$ cat src/rtl/rds_phase_pkg.sv
package rds_phase_pkg;

  typedef enum logic {
    PH_0  = 1'b0,
    PH_90 = 1'b1
  } phase_e;

  // preference 1 asks for 0 degrees, preference 0 for 90 degrees
  function automatic phase_e pref_phase(input logic pref);
    return pref ? PH_0 : PH_90;
  endfunction

endpackage

$ cat src/rtl/ari_debounce.sv
module ari_debounce #(
  parameter int CNT_W = 4
) (
  input  logic             clk,
  input  logic             rst_n,
  input  logic             fire,
  input  logic             clr,
  input  logic             ari,
  input  logic [CNT_W-1:0] hold,
  output logic             known,
  output logic             present
);

  logic [CNT_W-1:0] eff_hold;
  logic [CNT_W-1:0] run_q, run_nxt;
  logic             last_q;

  assign eff_hold = (hold == '0) ? CNT_W'(1) : hold;

  always_comb begin
    if (ari != last_q || run_q == '0)
      run_nxt = CNT_W'(1);
    else if (run_q < eff_hold)
      run_nxt = run_q + CNT_W'(1);
    else
      run_nxt = run_q;
  end

  always_ff @(posedge clk) begin
    if (!rst_n) begin
      run_q   <= '0;
      last_q  <= 1'b0;
      known   <= 1'b0;
      present <= 1'b0;
    end else if (clr) begin
      run_q   <= '0;
      last_q  <= 1'b0;
      known   <= 1'b0;
      present <= 1'b0;
    end else if (fire) begin
      run_q  <= run_nxt;
      last_q <= ari;
      if (run_nxt >= eff_hold) begin
        known   <= 1'b1;
        present <= ari;
      end
    end
  end

endmodule

$ cat src/rtl/phase_ctrl.sv
module phase_ctrl
  import rds_phase_pkg::*;
(
  input  logic   clk,
  input  logic   rst_n,
  input  logic   fire,
  input  logic   sync_rst,
  input  logic   fixed,
  input  logic   pref,
  input  logic   known,
  input  logic   present,
  output phase_e phase
);

  phase_e target;

  always_comb begin
    if (fixed || sync_rst || !known)
      target = pref_phase(pref);
    else
      target = present ? PH_0 : PH_90;
  end

  always_ff @(posedge clk) begin
    if (!rst_n)
      phase <= PH_0;
    else if (fire)
      phase <= target;
  end

endmodule

$ cat src/rtl/symbol_slicer.sv
module symbol_slicer
  import rds_phase_pkg::*;
(
  input  logic   clk,
  input  logic   rst_n,
  input  logic   fire,
  input  logic   out_ready,
  input  phase_e phase,
  input  logic   i_sign,
  input  logic   q_sign,
  output logic   out_valid,
  output logic   out_bit
);

  always_ff @(posedge clk) begin
    if (!rst_n) begin
      out_valid <= 1'b0;
      out_bit   <= 1'b0;
    end else if (fire) begin
      out_valid <= 1'b1;
      out_bit   <= (phase == PH_90) ? q_sign : i_sign;
    end else if (out_ready) begin
      out_valid <= 1'b0;
    end
  end

endmodule

$ cat src/rtl/rds_phase_sel.sv
module rds_phase_sel
  import rds_phase_pkg::*;
#(
  parameter int CNT_W = 4
) (
  input  logic             clk,
  input  logic             rst_n,
  input  logic             in_valid,
  output logic             in_ready,
  input  logic             in_i,
  input  logic             in_q,
  input  logic             ari_det,
  input  logic             sync_rst,
  input  logic             cfg_fixed,
  input  logic             cfg_pref,
  input  logic [CNT_W-1:0] cfg_hold,
  output logic             out_valid,
  input  logic             out_ready,
  output logic             out_bit,
  output logic             phase_90
);

  logic   fire;
  logic   ari_known, ari_present;
  phase_e phase;

  assign in_ready = !out_valid || out_ready;
  assign fire     = in_valid && in_ready;
  assign phase_90 = (phase == PH_90);

  ari_debounce #(.CNT_W(CNT_W)) u_deb (
    .clk     (clk),
    .rst_n   (rst_n),
    .fire    (fire),
    .clr     (sync_rst),
    .ari     (ari_det),
    .hold    (cfg_hold),
    .known   (ari_known),
    .present (ari_present)
  );

  phase_ctrl u_ctl (
    .clk      (clk),
    .rst_n    (rst_n),
    .fire     (fire),
    .sync_rst (sync_rst),
    .fixed    (cfg_fixed),
    .pref     (cfg_pref),
    .known    (ari_known),
    .present  (ari_present),
    .phase    (phase)
  );

  symbol_slicer u_slc (
    .clk       (clk),
    .rst_n     (rst_n),
    .fire      (fire),
    .out_ready (out_ready),
    .phase     (phase),
    .i_sign    (in_i),
    .q_sign    (in_q),
    .out_valid (out_valid),
    .out_bit   (out_bit)
  );

endmodule

$ cat config.mk
export PLATFORM = sky130hd
export DESIGN_NAME = rds_phase_sel
export DESIGN_NICKNAME = d
export VERILOG_FILES = /design/src/rtl/rds_phase_pkg.sv /design/src/rtl/ari_debounce.sv /design/src/rtl/phase_ctrl.sv /design/src/rtl/symbol_slicer.sv /design/src/rtl/rds_phase_sel.sv
export SDC_FILE = /design/constraint.sdc
export NUM_CORES = 1
export LEC_CHECK = 0
export BUFFER_PORTS_ARGS = -buffer_cell sky130_fd_sc_hd__buf_4
export CAP_MARGIN = 40
export CORE_MARGIN = 5
export CORE_UTILIZATION = 52
export CTS_CLUSTER_SIZE = 28
export DETAILED_ROUTE_END_ITERATION = 8
export PLACE_DENSITY_LB_ADDON = 0.3
export SYNTH_ARGS = -nofsm -noshare
export SYNTH_HDL_FRONTEND = slang
export SYNTH_SLANG_ARGS = --single-unit
$ cat constraint.sdc
create_clock -name clk -period 3.1 [get_ports clk]
set_input_delay 0.465 -clock clk [delete_from_list [all_inputs] [get_ports clk]]
set_output_delay 0.465 -clock clk [all_outputs]
set_load 0.005 [all_outputs]
* Yosys cells after proc, flatten, opt, wreduce, memory -nomap -nowiden
Cells that the tools add are included.
** Word-level totals
- Bits in writable memories :: 0
- Latch bits :: 0
- Bits of input ports :: 14
- Flip-flop bits (word level) :: 10
- ROM bits :: 0
- Output and inout bits :: 4
- Memories :: 0
** Cells by class
- Shift operators :: 0
- Add/sub/neg operators :: 1
- $lt $le $gt $ge :: 2
- Reduce and logical (&&, ||, !) cells :: 12
- Bitwise gates (word level) :: 1
- Mux-type cells :: 9
- Multiply operators :: 0
- Eq/ne operators :: 1
- Divide/modulo/power cells :: 0
** Operators by type and width (number)
- $mux W4 :: 3
- $logic_not A4 Y1 :: 2
- $mux W1 :: 6
- $add A4 B1 Y4 const B :: 1
- $ge A4 B4 Y1 :: 1
- $logic_or A1 B1 Y1 :: 4
- $lt A4 B4 Y1 :: 1
- $logic_not A1 Y1 :: 2
- $reduce_and A2 Y1 :: 1
- $reduce_bool A2 Y1 :: 1
- $reduce_or A2 Y1 :: 1
- $logic_and A1 B1 Y1 :: 1
- $ne A1 B1 Y1 :: 1
- $not A1 Y1 :: 1

* Longest topological paths before layout
- Depth after elaboration :: 7
- Gate-level depth with buffers :: 13

* By module
A second synthesis with hierarchy kept.
** Unflattened totals
- Cells, all modules :: 93
- Area total of the unflattened synthesis :: 795.8 um2
** Modules (own cells, without submodules)
- ari_debounce :: area each 631.9 um2, cells an instance 78, instances 1
- symbol_slicer :: area each 73.8 um2, cells an instance 7, instances 1
- phase_ctrl :: area each 67.6 um2, cells an instance 6, instances 1
- rds_phase_sel :: area each 22.5 um2, cells an instance 2, instances 1

* Least setup slack after synthesis
No wires, ideal clock.
- Path kind :: input port to flip-flop
- From :: input port cfg_hold[3]
- To :: register u_deb.known
- Data required time :: 2.985 ns
- Stages on the path :: 12
- Buffers on the path :: 0
- Setup slack :: 0.702 ns
- Library setup time :: 0.115 ns
- Data arrival time :: 2.283 ns
- Path through :: inv_1 > ha_1 > a211o_1 > a31o_1 > nand2_1 > nand2_1 > a21oi_1 > ha_1 > a21boi_0 > o21ai_0 > a21oi_1 > o21a_1
** On the way
- Word-level cells in the longest chain between the ends :: 7
** Ends and longest elaborated chain
- start, declared :: RTL line rds_phase_sel.sv:16 : input logic [CNT_W-1:0] cfg_hold,
- $logic_not A4 Y1 :: RTL line ari_debounce.sv:18 : assign eff_hold = (hold == '0) ? CNT_W'(1) : hold;
- $mux W4 * :: RTL line ari_debounce.sv:18
- $lt A4 B4 Y1 * :: RTL line ari_debounce.sv:23 : else if (run_q < eff_hold)
- $mux W4 * :: RTL line ari_debounce.sv:23
- $mux W4 * :: RTL line ari_debounce.sv:21 : if (ari != last_q || run_q == '0)
- named net u_deb.run_nxt[1] :: RTL line ari_debounce.sv:15 : logic [CNT_W-1:0] run_q, run_nxt;
- $ge A4 B4 Y1 * :: RTL line ari_debounce.sv:43 : if (run_nxt >= eff_hold) begin
- $reduce_and A2 Y1 (no source line) *
- end signal, assigned :: RTL line ari_debounce.sv:33 : known <= 1'b0;
- end signal, assigned :: RTL line ari_debounce.sv:38 : known <= 1'b0;
- end signal, assigned :: RTL line ari_debounce.sv:44 : known <= 1'b1;
- end, declared :: RTL line ari_debounce.sv:10 : output logic known,
Mark *: on every way through the listed nets, which the timed path passes. The rest lies on a longest branch.
A chain may end at the register's enable or synchronous reset.

* Worst setup path in the final report
- From :: register u_deb.run_q[3]
- To :: register u_deb.present
** On the way
- Word-level cells in the longest chain between the ends :: 5
** Ends and longest elaborated chain
- start, declared :: RTL line ari_debounce.sv:15
- start signal, assigned :: RTL line ari_debounce.sv:41 : run_q <= run_nxt;
- $add A4 B1 Y4, or another cell as far along :: RTL line ari_debounce.sv:24 : run_nxt = run_q + CNT_W'(1);
- $mux W4 / $logic_or A1 B1 Y1 (equally long branches) :: RTL line ari_debounce.sv:23, ari_debounce.sv:21
- $mux W4 * :: RTL line ari_debounce.sv:21
- $ge A4 B4 Y1 * :: RTL line ari_debounce.sv:43
- $reduce_and A2 Y1 (no source line) *
- end signal, assigned :: RTL line ari_debounce.sv:45 : present <= ari;
- end, declared :: RTL line ari_debounce.sv:11 : output logic present
Mark *: on every way between the ends. The rest lies on a longest branch, timed or not.

==> flow_summary.ini <==
[sta]
finalSetupViolCount = 0
finalHoldViolCount = 0
finalClockSkew_ps = 1.99
period_share_pct = 81.5
finalWorstSetupSlack_ps = 572
rsz0062_at_grt = false
fmax_ghz = 0.396
drv_slew = 0
finalSetupTns_ps = 0
post-route-min-period_ps = 2530
worst_slew_pin_slew_ps = 434
slew_headroom_pct = 71.0

[die]
coreArea_um2 = 1490
fp.dieArea_um2 = 2430
io_pins = 18
dieHeight_um = 49.3
die_w_um = 49.3
core.rowCount = 14
start_util_pct = 54.0

[synth]
synth_nets = 126
synthDistinctLibCells = 32
syn_area_um2 = 805
synth-simple-area-share_pct = 24.7
synth_ff_type = dfxtp_1
synthTopCellsByCount = 16 x nand2_1, 10 x dfxtp_1, 10 x inv_1
ys_seq_elements = 10
muxShareOfSynthArea_pct = 2.49
yosys.area.top_type = dfxtp_1
synthCells = 103
synth_fa_ha_area_share_pct = 14.0
synth_top_family_by_area = compound AO/OA/AOI/OAI gates
syn_area_per_cell_um2 = 7.81
synth-edff-count = 0
synth_top_area_share_pct = 24.9
synthTopCellsByArea = dfxtp_1 25%, ha_1 14%, nand2_1 7.5%
synthArstFlopShare_pct = 0
synth_most_common_cell = nand2_1
yosysSeqAreaShare_pct = 24.9
ys_warn_count = 0
synth_xor_area_share_pct = 3.27
synth-compound-area-share_pct = 26.0

[placement]
port_buffers = 17
dp_slack_ps = 327
gp_congestion = 0.940
dp_hpwl_mm = 1.55
place_area_um2 = 952

[clock_tree]
cts_hold_buf = 0
clk_path_buf_depth = 2
cts_made_buffers = 3
cts_tree = done
htreeDepth = 1
cts_root_buf = clkbuf_4
post_cts_resized = 0
cts_setup_buffers = 0
insertion_delay_ps = 280
path_clk_slew_ps = 70
cts.sinks = 10

[setup_path]
crit_chain = ha_1 -> a21oi_1 -> o21ai_0 -> nand2_1 -> nand2_1 -> a31oi_1 -> ha_1 -> inv_1 -> a21boi_0 -> o21ai_0 -> a21oi_1 -> mux2i_1
critPathTopFamily = compound AO/OA/AOI/OAI gates
critPathSlowestCell = dfxtp_1
crit_path_end_kind = register
critPathLaunchType = register
cp.required_ps = 3310
path_buf_inv = 1
critPathKind = reg -> reg
arrival_ps = 2730
critPathMaxStageDelay_ps = 440
critPathMaxFanout = 6

[global_routing]
grt-ovfl-total = 0
antenna_found_initial = 0
grt_first_pass_wirelength_mm = 3.24
grt_pass1_vias = 767
track_usage_pct = 17.1
grt_max_degree = 8

[detailed_routing]
drc_errors = 0
wl_mm = 1.95
dr.pass1.iters = 4
vias = 812
routed_via_density = 5.80
drt_iter0_drc = 16
drtAntennaViolNets = 0
wire_per_inst_um = 13.9

[final_layout]
drive_gt1_share_pct = 21.0
diodes = 0
utilization_pct = 66.4
nets = 148
design_area_um2 = 988
area_growth_pct = 22.9

[flow_run]
drv_cap = 0

[outcome]
status = completed

[power]
power_density_nw_per_um2 = 323
power.leakage_nw = 0.462
irDropWorstVdd_uv = 351

[min_path]
hold_path.class = in -> reg
cell type report:
cell class	instances	area [µm²]
inverters	10	37.5
well taps	16	20.0
multi-input cells	83	567
flip-flops and latches	10	200
clock buffers	4	36.3
repair buffers	17	128
fillers	121	500
logic make-up (layout without fill, tap and decap cells):
family | after synthesis | count (layout)
AO/OA/AOI/OAI | 28 | 28
XOR/XNOR | 3 | 3
adder cells (fa/ha/maj) | 9 | 9
buffers and inverters | 10 | 31
flip-flops | 10 | 10
multiplexers | 2 | 2
AND/OR/NAND/NOR | 41 | 41
per-stage QoR:
stage               instances  hold slack [ps]  total power, W
floorplan                 103              435        0.000172
global placement          136              452        0.000197
detailed placement        136              479        0.000199
CTS                       140              454        0.000322
global route              140              461        0.000336
finish                    140              448        0.000319
tightest hold or removal path: stages:
cell	delay, ps
buf_4	110
inv_1	40
a21boi_0	60
layout by cell type, fill, tap and decap left out:
| master | count |
|---|---|
| buf_4 | 17 |
| nand2_1 | 16 |
| inv_1 | 10 |
| dfxtp_1 | 10 |
| ha_1 | 9 |
| nor2_1 | 7 |
| nand3_1 | 7 |
| a21oi_1 | 6 |
| xor2_1 | 3 |
| o21ai_0 | 3 |
| a31oi_1 | 3 |
| a21boi_0 | 3 |
| clkbuf_4 | 3 |
| o211ai_1 | 2 |
| nand2b_1 | 2 |
| o211a_1 | 2 |
| nor4_1 | 2 |
| mux2i_1 | 2 |
| a21o_1 | 1 |
| and3_2 | 1 |
| or4_4 | 1 |
| or2b_2 | 1 |
| a211o_1 | 1 |
| a31o_1 | 1 |
| a31oi_4 | 1 |
| a31o_2 | 1 |
| o21bai_1 | 1 |
| and2_0 | 1 |
| o2111ai_1 | 1 |
| or2_0 | 1 |
| nor2b_1 | 1 |
| nand4_1 | 1 |
| o22a_1 | 1 |
| o21a_1 | 1 |
| clkbuf_8 | 1 |
path summary, 6_finish.rpt:
check                               from                           end  cells after the start  slack [ps]
max          u_deb.run_q[3]$_SDFFE_PP0P_    u_deb.present$_SDFFE_PP0P_                     12         570
min                             in_valid  u_slc.out_valid$_SDFFE_PN0P_                      3         450
max reg2reg  u_deb.run_q[3]$_SDFFE_PP0P_    u_deb.present$_SDFFE_PP0P_                     12         570
min reg2reg   u_deb.present$_SDFFE_PP0P_    u_deb.present$_SDFFE_PP0P_                      2         480
power by group:
| part | switching (W) | internal, W | total (W) |
|---|---|---|---|
| Sequential | 0.00000335 | 0.000132 | 0.000136 |
| Clock | 0.0000512 | 0.0000715 | 0.000123 |
| Combinational | 0.0000306 | 0.0000301 | 0.0000607 |
routing by layer:
layer | vias to the layer above | track usage [%] | wire (µm)
met3 | 6 | 5.81 | 110
met4 | 0 | 6.73 | 44
met1 | 368 | 20.0 | 813
met2 | 23 | 28.1 | 980
met5 | - | 0 | 0
li1 | 415 | - | -
registers in the layout, summed over array words and instances, names as in the netlist:
signal,cells
u_ctl.phase,1
u_deb.known,1
u_deb.last_q,1
u_deb.present,1
u_deb.run_q,4
u_slc.out_bit,1
u_slc.out_valid,1
Note: power is estimated with default switching activity, not from simulation.
